## config.mk

```make
export PLATFORM = sky130hd
export DESIGN_NAME = casc_intc
export DESIGN_NICKNAME = d
export VERILOG_FILES = /design/src/rtl/casc_intc_pkg.sv /design/src/rtl/intc_decode.sv /design/src/rtl/intc_bank.sv /design/src/rtl/intc_prio.sv /design/src/rtl/intc_chmap.sv /design/src/rtl/casc_intc.sv
export SDC_FILE = /design/constraint.sdc
export NUM_CORES = 1
export LEC_CHECK = 0
export BUFFER_PORTS_ARGS = -buffer_cell sky130_fd_sc_hd__clkbuf_2
export CAP_MARGIN = 30
export CORE_ASPECT_RATIO = 1.2
export CORE_UTILIZATION = 55
export DETAILED_ROUTE_END_ITERATION = 8
export GPL_TIMING_DRIVEN = 0
export PLACE_DENSITY = 0.82
export SLEW_MARGIN = 20
export SYNTH_ARGS = -nofsm -noshare
export SYNTH_HDL_FRONTEND = slang
export SYNTH_SLANG_ARGS = --single-unit
```

## constraint.sdc

```tcl
create_clock -name clk -period 5.8 [get_ports clk]
set_clock_uncertainty 0.15 [all_clocks]
set_input_delay 1.16 -clock clk [delete_from_list [all_inputs] [get_ports clk]]
set_output_delay 1.16 -clock clk [all_outputs]
set_load 0.1 [all_outputs]
```

## src/rtl/casc_intc_pkg.sv

```systemverilog
package casc_intc_pkg;

    localparam int BUS_W  = 32;
    localparam int ADDR_W = 12;
    localparam int CH_W   = 6;

    localparam logic [ADDR_W-1:0] OFS_INDEX  = 12'h040;
    localparam logic [ADDR_W-1:0] OFS_SSTAT  = 12'h080;
    localparam logic [ADDR_W-1:0] OFS_SACK   = 12'h088;
    localparam logic [ADDR_W-1:0] OFS_SENSET = 12'h090;
    localparam logic [ADDR_W-1:0] OFS_SENCLR = 12'h098;
    localparam logic [2:0]        MAP_PAGE   = 3'b001;

    typedef enum logic [3:0] {
        SEL_NONE,
        SEL_PEND,
        SEL_ACK,
        SEL_ENSET,
        SEL_ENCLR,
        SEL_INDEX,
        SEL_SSTAT,
        SEL_SACK,
        SEL_SENSET,
        SEL_SENCLR,
        SEL_CHMAP
    } reg_sel_e;

endpackage

```

## src/rtl/intc_decode.sv

```systemverilog
module intc_decode
    import casc_intc_pkg::*;
#(
    parameter int PRI_LINES = 40,
    localparam int CI_W = $clog2(PRI_LINES)
) (
    input  logic [ADDR_W-1:0] addr,
    output reg_sel_e          sel,
    output logic              hi_word,
    output logic [CI_W-1:0]   chan
);

    logic [ADDR_W-3:0] word;
    logic [6:0]        map_slot;

    always_comb begin
        word     = addr[ADDR_W-1:2];
        map_slot = addr[8:2];
        sel      = SEL_NONE;
        hi_word  = 1'b0;
        chan     = map_slot[CI_W-1:0];
        if (addr[1:0] == 2'b00) begin
            if (addr[ADDR_W-1:6] == '0 && addr[3] == 1'b0) begin
                hi_word = addr[2];
                case (addr[5:4])
                    2'd0:    sel = SEL_PEND;
                    2'd1:    sel = SEL_ACK;
                    2'd2:    sel = SEL_ENSET;
                    default: sel = SEL_ENCLR;
                endcase
            end else if (word == OFS_INDEX[ADDR_W-1:2]) begin
                sel = SEL_INDEX;
            end else if (word == OFS_SSTAT[ADDR_W-1:2]) begin
                sel = SEL_SSTAT;
            end else if (word == OFS_SACK[ADDR_W-1:2]) begin
                sel = SEL_SACK;
            end else if (word == OFS_SENSET[ADDR_W-1:2]) begin
                sel = SEL_SENSET;
            end else if (word == OFS_SENCLR[ADDR_W-1:2]) begin
                sel = SEL_SENCLR;
            end else if (addr[ADDR_W-1:9] == MAP_PAGE &&
                         int'(map_slot) < PRI_LINES) begin
                sel = SEL_CHMAP;
            end
        end
    end

endmodule

```

## src/rtl/intc_bank.sv

```systemverilog
module intc_bank #(
    parameter int N = 32
) (
    input  logic         clk,
    input  logic         rst_n,
    input  logic [N-1:0] src,
    input  logic [N-1:0] ack,
    input  logic [N-1:0] en_set,
    input  logic [N-1:0] en_clr,
    output logic [N-1:0] pend,
    output logic [N-1:0] en
);

    typedef struct packed {
        logic [N-1:0] pend;
        logic [N-1:0] en;
    } bank_t;

    bank_t bank_d, bank_q;

    always_comb begin
        bank_d      = bank_q;
        bank_d.pend = (bank_q.pend | src) & ~ack;
        bank_d.en   = (bank_q.en | en_set) & ~en_clr;
    end

    always_ff @(posedge clk) begin
        if (!rst_n) bank_q <= '0;
        else        bank_q <= bank_d;
    end

    assign pend = bank_q.pend;
    assign en   = bank_q.en;

    // an acknowledged bit is low after the edge, even with its source high
    a_r3_ack_wins: assert property (@(posedge clk) disable iff (!rst_n)
        (|ack) |=> ((pend & $past(ack)) == '0));

    // a source that is not being acknowledged is latched at the next edge
    a_r2_level_latch: assert property (@(posedge clk) disable iff (!rst_n)
        (|(src & ~ack)) |=> ((pend & $past(src & ~ack)) == $past(src & ~ack)));

    // set bits become enabled, clear bits become disabled
    a_r4_enable_set: assert property (@(posedge clk) disable iff (!rst_n)
        (|(en_set & ~en_clr)) |=>
            ((en & $past(en_set & ~en_clr)) == $past(en_set & ~en_clr)));

    a_r4_enable_clr: assert property (@(posedge clk) disable iff (!rst_n)
        (|en_clr) |=> ((en & $past(en_clr)) == '0));

endmodule

```

## src/rtl/intc_prio.sv

```systemverilog
module intc_prio #(
    parameter int N  = 40,
    parameter int IW = 6
) (
    input  logic [N-1:0]  req,
    output logic [IW-1:0] idx,
    output logic          any
);

    always_comb begin
        idx = '0;
        for (int i = N - 1; i >= 1; i--) begin
            if (req[i]) idx = IW'(i);
        end
        any = |req;
    end

endmodule

```

## src/rtl/intc_chmap.sv

```systemverilog
module intc_chmap #(
    parameter int N    = 40,
    parameter int CH_W = 6,
    localparam int CI_W = $clog2(N)
) (
    input  logic            clk,
    input  logic            rst_n,
    input  logic            we,
    input  logic [CI_W-1:0] idx,
    input  logic [CH_W-1:0] wdata,
    output logic [CH_W-1:0] rdata
);

    typedef logic [CH_W-1:0] map_t;

    map_t [N-1:0] map_d, map_q;

    always_comb begin
        map_d = map_q;
        if (we) map_d[idx] = wdata;
    end

    always_ff @(posedge clk) begin
        if (!rst_n) begin
            for (int i = 0; i < N; i++) map_q[i] <= CH_W'(i);
        end else begin
            map_q <= map_d;
        end
    end

    assign rdata = map_q[idx];

    // a written entry holds the written value on the next cycle
    a_r8_map_write: assert property (@(posedge clk) disable iff (!rst_n)
        we |=> (map_q[$past(idx)] == $past(wdata)));

endmodule

```

## src/rtl/casc_intc.sv

```systemverilog
module casc_intc
    import casc_intc_pkg::*;
#(
    parameter int PRI_LINES = 40,
    parameter int SEC_LINES = 32
) (
    input  logic                  clk,
    input  logic                  rst_n,
    input  logic [PRI_LINES-1:1]  pri_src,
    input  logic [SEC_LINES-1:0]  sec_src,
    input  logic                  bus_wr,
    input  logic [ADDR_W-1:0]     bus_addr,
    input  logic [BUS_W-1:0]      bus_wdata,
    output logic [BUS_W-1:0]      bus_rdata,
    output logic                  cpu_irq
);

    localparam int HI_LINES = PRI_LINES - BUS_W;
    localparam int CI_W     = $clog2(PRI_LINES);

    reg_sel_e               sel;
    logic                   hi_word;
    logic [CI_W-1:0]        chan;

    logic [PRI_LINES-1:0]   wvec_pri;
    logic [PRI_LINES-1:0]   pri_src_all, pri_ack, pri_set, pri_clr;
    logic [PRI_LINES-1:0]   pri_pend, pri_en, pri_req;
    logic [SEC_LINES-1:0]   sec_ack, sec_set, sec_clr, sec_pend, sec_en;
    logic                   cascade;
    logic [CI_W-1:0]        prio_idx;
    logic                   prio_any;
    logic [CH_W-1:0]        map_rd;
    logic                   map_we;
    logic [BUS_W-1:0]       pend_word, en_word;

    intc_decode #(.PRI_LINES(PRI_LINES)) u_decode (
        .addr    (bus_addr),
        .sel     (sel),
        .hi_word (hi_word),
        .chan    (chan)
    );

    // Write vectors: the upper primary word carries only HI_LINES bits
    always_comb begin
        wvec_pri = '0;
        if (hi_word) wvec_pri[PRI_LINES-1:BUS_W] = bus_wdata[HI_LINES-1:0];
        else         wvec_pri[BUS_W-1:0]         = bus_wdata;
        pri_ack = (bus_wr && sel == SEL_ACK)    ? wvec_pri : '0;
        pri_set = (bus_wr && sel == SEL_ENSET)  ? wvec_pri : '0;
        pri_clr = (bus_wr && sel == SEL_ENCLR)  ? wvec_pri : '0;
        sec_ack = (bus_wr && sel == SEL_SACK)   ? bus_wdata[SEC_LINES-1:0] : '0;
        sec_set = (bus_wr && sel == SEL_SENSET) ? bus_wdata[SEC_LINES-1:0] : '0;
        sec_clr = (bus_wr && sel == SEL_SENCLR) ? bus_wdata[SEC_LINES-1:0] : '0;
        map_we  = bus_wr && sel == SEL_CHMAP;
    end

    intc_bank #(.N(SEC_LINES)) u_sec_bank (
        .clk    (clk),
        .rst_n  (rst_n),
        .src    (sec_src),
        .ack    (sec_ack),
        .en_set (sec_set),
        .en_clr (sec_clr),
        .pend   (sec_pend),
        .en     (sec_en)
    );

    assign cascade     = |(sec_pend & sec_en);
    assign pri_src_all = {pri_src, cascade};

    intc_bank #(.N(PRI_LINES)) u_pri_bank (
        .clk    (clk),
        .rst_n  (rst_n),
        .src    (pri_src_all),
        .ack    (pri_ack),
        .en_set (pri_set),
        .en_clr (pri_clr),
        .pend   (pri_pend),
        .en     (pri_en)
    );

    assign pri_req = pri_pend & pri_en;

    intc_prio #(.N(PRI_LINES), .IW(CI_W)) u_prio (
        .req (pri_req),
        .idx (prio_idx),
        .any (prio_any)
    );

    assign cpu_irq = prio_any;

    intc_chmap #(.N(PRI_LINES), .CH_W(CH_W)) u_chmap (
        .clk   (clk),
        .rst_n (rst_n),
        .we    (map_we),
        .idx   (chan),
        .wdata (bus_wdata[CH_W-1:0]),
        .rdata (map_rd)
    );

    always_comb begin
        pend_word = '0;
        en_word   = '0;
        if (hi_word) begin
            pend_word[HI_LINES-1:0] = pri_pend[PRI_LINES-1:BUS_W];
            en_word[HI_LINES-1:0]   = pri_en[PRI_LINES-1:BUS_W];
        end else begin
            pend_word = pri_pend[BUS_W-1:0];
            en_word   = pri_en[BUS_W-1:0];
        end
        bus_rdata = '0;
        case (sel)
            SEL_PEND, SEL_ACK:     bus_rdata = pend_word;
            SEL_ENSET, SEL_ENCLR:  bus_rdata = en_word;
            SEL_INDEX:             bus_rdata[CI_W-1:0]      = prio_idx;
            SEL_SSTAT, SEL_SACK:   bus_rdata[SEC_LINES-1:0] = sec_pend;
            SEL_SENSET, SEL_SENCLR: bus_rdata[SEC_LINES-1:0] = sec_en;
            SEL_CHMAP:             bus_rdata[CH_W-1:0]      = map_rd;
            default:               bus_rdata = '0;
        endcase
    end

    // state leaving reset is empty
    a_r1_reset_state: assert property (@(posedge clk) disable iff (!rst_n)
        $rose(rst_n) |-> (pri_pend == '0 && pri_en == '0 &&
                          sec_pend == '0 && sec_en == '0 && !cpu_irq));

    // an active cascade reaches primary line 0 one edge later unless acked
    a_r5_cascade: assert property (@(posedge clk) disable iff (!rst_n)
        (cascade && !pri_ack[0]) |=> pri_pend[0]);

    // a nonzero index names a requesting line with no lower one above 0
    a_r6_lowest_wins: assert property (@(posedge clk) disable iff (!rst_n)
        (prio_idx != '0) |-> (pri_req[prio_idx] &&
            ((pri_req & ((PRI_LINES'(1) << prio_idx) - PRI_LINES'(1))
                      & ~PRI_LINES'(1)) == '0)));

    a_r6_zero_means_none: assert property (@(posedge clk) disable iff (!rst_n)
        (prio_idx == '0) |-> ((pri_req >> 1) == '0));

endmodule

```

==> flow_summary.toml <==
[cells_and_area]
fillers = 2738
layout-drive-gt1-share_pct = 17.4
final_nets = 2357
finalNonFillerCells = 2676
finish.instance_area_mm2 = 0.0215
area_growth_pct = 17.8
diodes = 0

[critical_path]
critPathKind = "in -> out"
cp_slowest_cell = "nor2b_1"
reg2reg_from = "u_sec_bank.pend[26]$_SDFF_PN0_"
crit_fanout = 10
worst_ep_required_time_ps = 4490
endpoint = "bus_rdata[3]"
r2r_cells = 5
cp.arrival_ps = 4530
ff2ff_setup_slack_ps = 3720
endpoint_kind = "output pin"
crit_family = "simple AND/OR/NAND/NOR gates"
cp.depth = 10
timing.rr.end = "u_pri_bank.pend[0]$_SDFF_PN0_"
cp_cell_sequence = "clkbuf_2 -> buf_2 -> nor2b_1 -> nand2_1 -> o22ai_1 -> a21oi_1 -> a311o_1 -> a31oi_1 -> o211ai_1 -> clkbuf_8"
startpoint = "bus_addr[2]"
worstSetupStartpointType = "input port"
crit_buf_inv = 3
cp_slowest_stage_delay_ps = 740

[die]
initial_core_util_pct = 56.3
die-area_mm2 = 0.0340
fp.dieW_um = 168
pin_count = 151
fp.dieH_um = 202
rows = 72
coreArea_mm2 = 0.0324

[detailed_routing]
top_layer_used = "met4"
drt-total-wl_mm = 76.9
avgViaCountPerCell = 6.92
remaining_drc_errors = 0
drt_iter0_markers = 2452
wl_met2_mm = 35.5
met1Wirelength_mm = 26.7
antenna_left = 0
avgRoutedWirePerCell_um = 28.7
drtPass1Iterations = 6
vias = 18506
met3RoutedLength_mm = 7.22

[clock_network]
ctsHoldBuffers = 0
clockRootBuffer = "clkbuf_16"
numCtsBuffers = 42
insertion_delay_ps = 570
cts_sinks = 384
clock_path_buffers = 3
tritoncts = "done"
h-tree-depth = 2
path_clk_slew_ps = 60

[grt]
overflow = 0
grt_max_degree = 18
grt_pass1_vias = 18176
antenna_found_initial = 0
grt_pass1_wl_mm = 113
grt_usage_pct = 44.9

[synth]
synth_edf_count = 0
yosysSeqAreaShare_pct = 42.1
yosys.area.top_type = "dfxtp_1"
yosys_warnings = 0
mappedNetlistArea_mm2 = 0.0183
netlist_instances = 2041
synth_area_leaders = "dfxtp_1 (42%), mux2i_1 (10%), nand2_1 (5.6%)"
ys.flop_type = "dfxtp_1"
synth_top_area_share_pct = 42.1
syn_avg_cell_area_um2 = 8.95
syn-num-nets = 2163
synth-seq-cells = 384
yosys.cell_count.top_type = "dfxtp_1"
ys_async_sr_fraction_pct = 0
synth_top_cells_by_count = "dfxtp_1 (384), nand2_1 (273), mux2i_1 (182)"
synth.distinct_cells = 76

[timing]
finalCritPeriodShare_pct = 101
setup_viol = 2
timing.final.crit_period_ps = 5840
hold_violations = 0
maxSlewViolCount = 0
fin_ws_ps = -38.5
max_freq_ghz = 0.171
rsz0062_at_grt = "false"
slew-limit-headroom_pct = 26.0
setup_tns_ps = -77.0
tightest_slew_ps = 1110

[power]
total_power_uw = 6140
p_leak_uw = 0.00815
p_per_area_mw_per_mm2 = 285
vdd_drop_max_mv = 0.256

[placement]
dp_hpwl_mm = 55.7
dp.cells = 2594
gp_congestion = 1.03
io_buffers = 146
place_area_mm2 = 0.0196

[status]
status = "finished with violations"
violations = "negative setup slack"

[job]
drv_cap = 0

[worst_hold_path]
min_path_type = "reg -> reg"
## tightest hold or removal path, stage by stage, from the launching register on
cell and delay (ps):
dfxtp_1 310, nand2_1 50, o21ai_1 50
## sequential cells by signal, summed over array words and instances (netlist names)
signal,cells
u_pri_bank.en,40
u_pri_bank.pend,40
u_chmap.map_q,240
u_sec_bank.en,32
u_sec_bank.pend,32
## worst min path at each step
stage | from | end | slack (ps) | cells past startpoint
floorplan | u_chmap.map_q[214]$_SDFFE_PN0P_ | u_chmap.map_q[214]$_SDFFE_PN0P_ | 270 | 2
global placement | u_chmap.map_q[59]$_SDFFE_PN0P_ | u_chmap.map_q[59]$_SDFFE_PN0P_ | 280 | 2
detailed placement | u_chmap.map_q[231]$_SDFFE_PN0P_ | u_chmap.map_q[231]$_SDFFE_PN0P_ | 290 | 2
CTS | u_chmap.map_q[214]$_SDFFE_PN0P_ | u_chmap.map_q[214]$_SDFFE_PN0P_ | 300 | 2
global route | u_chmap.map_q[28]$_SDFFE_PN0P_ | u_chmap.map_q[28]$_SDFFE_PN0P_ | 320 | 2
finish | u_chmap.map_q[29]$_SDFFE_PN0P_ | u_chmap.map_q[29]$_SDFFE_PN0P_ | 300 | 2
## timing repair
action                     CTS  global route
gates cloned                 0             0
setup endpoints to repair   32            31
setup buffers                6             0
pin swaps                    4             0
gates resized for setup     91            12
## cells by family (layout without fill, tap and decap cells)
family | count (synthesis) | count (layout) | share of synthesized area (%)
AOI/OAI and AO/OA | 654 | 654 | 23.7
muxes | 222 | 222 | 12.9
DFF | 384 | 384 | 42.1
buffers and inverters | 195 | 423 | 4.47
and+or+nand+nor | 582 | 582 | 16.6
adders and majority gates | 4 | 4 | 0.274
## routing by layer
metal | GRT usage (%) | vias to the layer above
li1 | - | 8053
met1 | 50.1 | 8765
met2 | 73.7 | 1302
met3 | 8.38 | 386
met4 | 38.6 | 0
met5 | 0 | -
## where the power goes
| group | leakage, uW | internal, uW | switching, uW | total, uW |
|---|---|---|---|---|
| Sequential | 0.00312 | 2670 | 50.3 | 2720 |
| Clock | 0.000746 | 1800 | 1140 | 2940 |
| Combinational | 0.00428 | 124 | 344 | 468 |
| Total | 0.00815 | 4600 | 1540 | 6140 |
## metrics by stage
step	util (%)	hold slack, ps	setup WS [ps]
final	66.3	298	-38.5
after global routing	66.3	318	2.11
after CTS	66.2	300	13.4
after detailed placement	60.3	289	-824
after global placement	60.3	283	-789
after floorplan	-	275	5.93
## cells in the final DEF, fill, tap and decap left out, types with 42 or more instances in the layout
| cell type | instances |
|---|---|
| dfxtp_1 | 384 |
| nand2_1 | 272 |
| mux2i_1 | 182 |
| clkbuf_1 | 118 |
| clkbuf_2 | 117 |
| o21ai_0 | 116 |
| nand3_1 | 114 |
| a21oi_1 | 91 |
| o21ai_1 | 86 |
| a31oi_1 | 81 |
| nor2_1 | 70 |
| clkbuf_16 | 42 |
## area by class of cell
type / count / area, um^2 / area share (%)
Multi-Input combinational cell: 1462 / 9900 / 46.0
Buffer: 185 / 833 / 3.87
Clock buffer: 64 / 1280 / 5.97
Timing Repair Buffer: 153 / 1030 / 4.77
Inverter: 7 / 26.3 / 0.122
Sequential cell: 384 / 7690 / 35.7
Tap cell: 407 / 509 / 2.37
Clock inverter: 14 / 244 / 1.13
No activity file was read; power rests on OpenSTA's default activity.
